### config.mk
export PLATFORM = sky130hd
export DESIGN_NAME = pdref_seq
export DESIGN_NICKNAME = d
export VERILOG_FILES = /design/src/rtl/pdref_pkg.sv /design/src/rtl/pdref_timer.sv /design/src/rtl/pdref_gate.sv /design/src/rtl/pdref_seq.sv
export SDC_FILE = /design/constraint.sdc
export NUM_CORES = 1
export LEC_CHECK = 0
export ABC_AREA = 1
export BUFFER_PORTS_ARGS = -buffer_cell sky130_fd_sc_hd__buf_2
export CAP_MARGIN = 10
export CORE_ASPECT_RATIO = 0.75
export CORE_UTILIZATION = 63
export CTS_BUF_LIST = sky130_fd_sc_hd__clkbuf_4 sky130_fd_sc_hd__clkbuf_8 sky130_fd_sc_hd__clkbuf_16
export CTS_CLUSTER_SIZE = 12
export DETAILED_ROUTE_END_ITERATION = 8
export GPL_ROUTABILITY_DRIVEN = 0
export MAX_ROUTING_LAYER = met4
export PLACE_DENSITY = 0.89
export SLEW_MARGIN = 30
export SYNTH_ARGS = -nofsm -noshare
export SYNTH_HDL_FRONTEND = slang
export SYNTH_SLANG_ARGS = --single-unit
### constraint.sdc
create_clock -name clk -period 3.5 [get_ports clk]
set_input_delay 0.175 -clock clk [delete_from_list [all_inputs] [get_ports clk]]
set_output_delay 0.175 -clock clk [all_outputs]
set_load 0.02 [all_outputs]
### src/rtl/pdref_pkg.sv
package pdref_pkg;

    typedef enum logic [1:0] {
        CMD_NOP = 2'b00,
        CMD_REF = 2'b01
    } cmd_e;

    // timer slots
    localparam int NT       = 5;
    localparam int TI_XP    = 0;
    localparam int TI_XPDLL = 1;
    localparam int TI_RFC   = 2;
    localparam int TI_CKE   = 3;
    localparam int TI_CPDED = 4;

    typedef struct packed {
        logic cke;
        logic init;     // still in the post-reset bring-up
        logic rfc_pd;   // CKE already fell inside the open refresh window
    } seq_state_t;

    typedef struct packed {
        logic ref_rdy;
        logic enter_rdy;
        logic exit_rdy;
        logic rise;
        logic fall;
        logic ref_go;
    } seq_dec_t;

    function automatic int max2(input int a, input int b);
        return (a > b) ? a : b;
    endfunction

    function automatic int cnt_width(input int v);
        int w;
        w = 1;
        while ((1 << w) <= v) w++;
        return w;
    endfunction

endpackage

### src/rtl/pdref_timer.sv
module pdref_timer #(
    parameter int W = 4
) (
    input  logic         clk,
    input  logic         rst,
    input  logic         load,
    input  logic [W-1:0] val,
    output logic         done
);
    logic [W-1:0] cnt_q;

    always_ff @(posedge clk) begin
        if (rst)               cnt_q <= val;
        else if (load)         cnt_q <= val;
        else if (cnt_q != '0)  cnt_q <= cnt_q - 1'b1;
    end

    assign done = (cnt_q == '0);
endmodule

### src/rtl/pdref_gate.sv
module pdref_gate
    import pdref_pkg::*;
(
    input  seq_state_t  st,
    input  logic [NT-1:0] done,
    input  logic        ref_valid,
    input  logic        pd_enter_valid,
    input  logic        pd_exit_valid,
    output seq_dec_t    dec
);
    logic exit_ok;
    logic rfc_block;

    always_comb begin
        exit_ok   = !st.cke && done[TI_CKE] && done[TI_CPDED];
        rfc_block = st.rfc_pd && !done[TI_RFC];

        dec.ref_rdy   = st.cke && done[TI_XP] && done[TI_RFC];
        dec.enter_rdy = st.cke && !ref_valid && done[TI_XP] && done[TI_XPDLL]
                        && done[TI_CKE] && !rfc_block;
        dec.exit_rdy  = exit_ok && !st.init;
        dec.rise      = exit_ok && (st.init || pd_exit_valid || ref_valid);
        dec.fall      = dec.enter_rdy && pd_enter_valid;
        dec.ref_go    = dec.ref_rdy && ref_valid;
    end
endmodule

### src/rtl/pdref_seq.sv
module pdref_seq
    import pdref_pkg::*;
#(
    parameter int T_XP    = 4,
    parameter int T_XPDLL = 24,
    parameter int T_RFC   = 88,
    parameter int T_CKE   = 4,
    parameter int T_CPDED = 1
) (
    input  logic       clk,
    input  logic       rst,
    input  logic       ref_valid,
    output logic       ref_ready,
    input  logic       pd_enter_valid,
    output logic       pd_enter_ready,
    input  logic       pd_exit_valid,
    output logic       pd_exit_ready,
    output logic       cke_o,
    output logic [1:0] cmd_o,
    output logic       odt_ok
);
    localparam int TMAX = max2(max2(T_XP, T_XPDLL), max2(max2(T_RFC, T_CKE), T_CPDED));
    localparam int CW   = cnt_width(TMAX - 1);
    localparam logic [CW-1:0] LV [NT] = '{
        CW'(T_XP - 1), CW'(T_XPDLL - 1), CW'(T_RFC - 1), CW'(T_CKE - 1), CW'(T_CPDED - 1)
    };

    seq_state_t    st_q;
    cmd_e          cmd_q;
    seq_dec_t      dec;
    logic [NT-1:0] done;
    logic [NT-1:0] ld;

    pdref_gate u_gate (
        .st             (st_q),
        .done           (done),
        .ref_valid      (ref_valid),
        .pd_enter_valid (pd_enter_valid),
        .pd_exit_valid  (pd_exit_valid),
        .dec            (dec)
    );

    always_comb begin
        ld           = '0;
        ld[TI_XP]    = dec.rise;
        ld[TI_XPDLL] = dec.rise;
        ld[TI_RFC]   = dec.ref_go;
        ld[TI_CKE]   = dec.rise | dec.fall;
        ld[TI_CPDED] = dec.fall;
    end

    for (genvar i = 0; i < NT; i++) begin : g_tmr
        pdref_timer #(.W(CW)) u_tmr (
            .clk  (clk),
            .rst  (rst),
            .load (ld[i]),
            .val  (LV[i]),
            .done (done[i])
        );
    end

    always_ff @(posedge clk) begin
        if (rst) begin
            st_q  <= '{cke: 1'b0, init: 1'b1, rfc_pd: 1'b0};
            cmd_q <= CMD_NOP;
        end else begin
            if (dec.rise) begin
                st_q.cke  <= 1'b1;
                st_q.init <= 1'b0;
            end else if (dec.fall) begin
                st_q.cke  <= 1'b0;
            end
            if (dec.fall && !done[TI_RFC]) st_q.rfc_pd <= 1'b1;
            else if (done[TI_RFC])         st_q.rfc_pd <= 1'b0;
            cmd_q <= dec.ref_go ? CMD_REF : CMD_NOP;
        end
    end

    assign ref_ready      = dec.ref_rdy;
    assign pd_enter_ready = dec.enter_rdy;
    assign pd_exit_ready  = dec.exit_rdy;
    assign cke_o          = st_q.cke;
    assign cmd_o          = cmd_q;
    assign odt_ok         = st_q.cke && done[TI_XPDLL];
endmodule

# ---- Word level (Yosys, flattened, before mapping)
# Cells that the tools add are included.
# Widths: inputs -> output; s select.
dict set report word_totals {
  mem_bits_ro 0
  latch_bits 0
  mem_count 0
  out_inout_bits 7
  ram_bits 0
  ff_bits 40
}
dict set report op_classes {
  n_lt_le_gt_ge 0
  bitwise_logic 1
  eq_ne 0
  reduce_logical 39
  add_sub_neg 5
  n_shift 0
  div 0
  mul 0
  mux 5
}
# operator count
set op_table {}
lappend op_table {{$logic_not 7->1} 5}
lappend op_table {{$reduce_bool 7->1} 5}
lappend op_table {{$sub 7x1->7 const B} 5}
lappend op_table {{$logic_and 1x1->1} 16}
lappend op_table {{$reduce_or 2->1} 4}
lappend op_table {{$logic_not 1->1} 5}
lappend op_table {{$mux 1} 5}
lappend op_table {{$reduce_bool 2->1} 2}
lappend op_table {{$logic_or 1x1->1} 2}
lappend op_table {{$or 1x1->1} 1}

# ---- Longest topological paths before layout
dict set report logic_depth {
  depth_word 9
  ltp_mapped 11
  ltp_nobuf 11
}

# ---- Hierarchy
# Synthesis repeated with hierarchy kept, for this count alone.
dict set report unflattened {
  cells_unflattened 313
  hier_area_um2 2592.5
}
# module n_inst area_each_um2 cells_per_inst
set modules_own_cells {}
lappend modules_own_cells {pdref_timer 5 469.2 55}
lappend modules_own_cells {pdref_seq 1 157.7 19}
lappend modules_own_cells {pdref_gate 1 88.8 19}

# ---- Worst setup path after synthesis
# No wires, ideal clock.
dict set report synth_path {
  kind {reg2out}
  startpoint {reg g_tmr[1].u_tmr.cnt_q[0]}
  endpoint {out pd_enter_ready}
  slack_ps 1748
  stages_incl_launch_ff 7
  required_ps 3325
  t_arrival_ps 1577
  n_path_buf 0
  path_cell_list {dfxtp_1 -> inv_1 -> ha_1 -> inv_1 -> nor2_1 -> nand3_1 -> nor4_1}
}
dict set report synth_via {
  elab_chain_len 4
}
# item line_no
set synth_rtl {}
lappend synth_rtl {{from (decl)} pdref_timer.sv:10} ;# logic [W-1:0] cnt_q;
lappend synth_rtl {{from (signal assigned)} pdref_timer.sv:13} ;# if (rst) cnt_q <= val;
lappend synth_rtl {{from (signal assigned)} pdref_timer.sv:14} ;# else if (load) cnt_q <= val;
lappend synth_rtl {{from (signal assigned)} pdref_timer.sv:15} ;# else if (cnt_q != '0) cnt_q <= cnt_q - 1'b1;
lappend synth_rtl {{$logic_not 7->1} pdref_timer.sv:18} ;# assign done = (cnt_q == '0);
lappend synth_rtl {{$logic_and 1x1->1} pdref_gate.sv:19} ;# dec.enter_rdy = st.cke && !ref_valid && done[TI_XP] && done[TI_XPDLL]
lappend synth_rtl {{$logic_and 1x1->1 (2 in series)} pdref_gate.sv:20} ;# && done[TI_CKE] && !rfc_block;
lappend synth_rtl {{to (decl)} pdref_seq.sv:15} ;# output logic pd_enter_ready,
# No other way between the ends.

# ---- Final worst setup path
# Same ends and word-level chain as after synthesis.

==> flow_summary.yaml <==
run_status:
  outcome: "finished, final reports clean"
worst_setup_path:
  regToRegEndpoint: "g_tmr[3].u_tmr.cnt_q[2]$_SDFFE_PP0P_"
  crit_end: "pd_enter_ready"
  rr_worst_depth: 11
  r2r_setup_slack_ns: 1.91
  critical_path_arrival_ns: 1.80
  critPathMaxFanout: 5
  critPathKind: "reg2out"
  r2r_start: "g_tmr[3].u_tmr.cnt_q[0]$_SDFFE_PP1P_"
  critPathLaunch: "g_tmr[1].u_tmr.cnt_q[0]$_SDFFE_PP1P_"
  worstSetupStartpointType: "register"
  end_kind: "output port"
  required_ns: 3.32
yosys:
  yosysSeqAreaShare: 0.378
  syn_avg_cell_area_um2: 7.76
  synth_flop_cell: "dfxtp_1"
  async_flop_share: 0
  yosys-top-cells-area: "dfxtp_1, nor2_1, nand2_1"
  synth_top_area_frac: 0.378
  synth.distinct_cells: 30
  yosysWarnings: 0
  syn_inst: 266
  synth_edf_count: 0
  netlist_area_um2: 2060
  synth_area_leader_cell: "dfxtp_1"
  synth_nets: 281
  ys_ff_latch: 39
timing:
  skew_ns: 0.00679
  setup_ws_ns: 1.52
  hold_violations: 0
  timing.final.crit_period_ns: 1.98
  holdWs_ns: 0.0497
  max_freq_ghz: 0.506
  tns_ns: 0
  setup_viol: 0
  rsz0062_at_grt: "no"
  final.period_utilization: 0.565
  slew_violations: 0
finish:
  fillers: 220
  final_common_cell: "nor2_1"
  drive_above_1_share: 0.191
  syn_to_final_growth_pct: 10.1
  multi_input_area_um2: 1120
  nets: 297
  fin_area_um2: 2270
  final_cell_mix: "nor2_1, dfxtp_1, nand2_1"
  ff_latch_area_um2: 781
  diodes: 0
clocking:
  ctsHoldBuffers: 0
  post_cts.repair.setup_buffers: 0
  clock_path_buffers: 2
  cts-resized-gates: 0
  cts.sinks: 39
  htreeDepth: 2
  root_buffer: "clkbuf_8"
  numCtsBuffers: 5
  cts_tree: "yes"
  clk_pin_slew_ns: 0.08
  worstSkewPairLatency_ns: 0.30
power_and_ir_drop:
  leakagePower_uw: 0.00103
  power_uw: 1540
  powerDensity_nw_per_um2: 676
  ir_worst_vdd_v: 0.000495
placed_design:
  io_buffers: 10
  pre_cts_slack_ns: 1.83
  placed_cell_area_um2: 2150
  dp_hpwl_um: 2760
floorplan:
  die_area_um2: 3510
  rows: 17
  die_h_um: 51.6
  die_w_um: 68.1
  io_pins: 12
  core-area_um2: 3020
  start_util: 0.684
run:
  drv_cap: 0
detailed_routing:
  wl_um: 3920
  viasPerCell: 5.27
  dr.first_iter.drc_count: 74
  ant_nets: 0
  avgRoutedWirePerCell_um: 12.2
  dr.pass1.iters: 4
  drc_errors: 0
  via_count: 1692
worst_hold_path:
  hp-class: "in2reg"
grt:
  overflow: 0
  grt_max_degree: 13
  antenna_found_initial: 0
  grt_pass1_wl_um: 6620
  grt_use_total: 0.266
  grt_pass1_vias: 1520
## how the worst min path moves through the flow
stage	start	end	slack [ns]	cells past startpoint
6_report	rst	cmd_o[0]$_SDFF_PP0_	0.05	2
5_1_grt	rst	cmd_o[0]$_SDFF_PP0_	0.04	2
4_1_cts	rst	cmd_o[0]$_SDFF_PP0_	0.04	2
3_5_place_dp	rst	cmd_o[0]$_SDFF_PP0_	0.36	2
3_3_place_gp	rst	cmd_o[0]$_SDFF_PP0_	0.35	2
2_1_floorplan	rst	cmd_o[0]$_SDFF_PP0_	0.25	1
## cell usage after synthesis, drive strengths merged (3+ instances only)
cell type / instances
xor2: 9
inv: 40
nand3: 15
o21ai: 15
xnor2: 5
ha: 10
or2: 3
a21oi: 8
nor3: 7
dfxtp: 39
nand2: 42
nor2: 58
nand4: 6
## per-layer routing
metal	wire, um	vias up	GRT usage
met4	53	0	0.0833
met3	196	7	0.0724
li1	-	870	-
met2	1770	44	0.412
met1	1900	771	0.336
met5	0	-	-
## critical path: stages, from the launching register on
cell and delay, ns:
dfxtp_1 0.31, inv_1 0.13, ha_1 0.18, inv_1 0.05
nor2_1 0.12, nand3_1 0.18, nor4_1 0.31, buf_2 0.22
## layout make-up
type / count / share of cell area
Clock buffer: 6 / 0.0363
Clock inverter: 2 / 0.0154
Inverter: 40 / 0.0683
Multi-Input combinational cell: 186 / 0.493
Sequential cell: 39 / 0.344
Tap cell: 38 / 0.0209
Timing Repair Buffer: 10 / 0.0220
## sequential cells by signal (all words and copies together) (netlist names)
| register | cells |
|---|---|
| cke_o | 1 |
| cmd_o | 1 |
| st_q | 2 |
| g_tmr.u_tmr.cnt_q | 35 |
## per-stage QoR
stage / utilization / std cells
2_1_floorplan: - / 266
3_3_place_gp: 0.713 / 313
3_5_place_dp: 0.713 / 313
4_1_cts: 0.752 / 321
5_1_grt: 0.752 / 321
6_report: 0.752 / 321
## report_power, final
part           internal, uW  switching [uW]  leakage, uW
registers               534            71.1     0.000319
logic                   209             330     0.000645
clock network           231             162    0.0000612
total                   974             563      0.00103
## kinds of logic (layout without fill, tap and decap cells)
| logic type | Yosys count | after routing | synth area share |
|---|---|---|---|
| xor gates and xnor gates | 14 | 14 | 0.0594 |
| AOI/OAI and AO/OA | 26 | 26 | 0.0691 |
| DFF | 39 | 39 | 0.378 |
| adders and majority gates | 10 | 10 | 0.0606 |
| other | 1 | 1 | 0.00182 |
| and+or+nand+nor | 135 | 135 | 0.352 |
| buffers and inverters | 41 | 58 | 0.0788 |
Note: power is estimated with default switching activity, not from simulation.
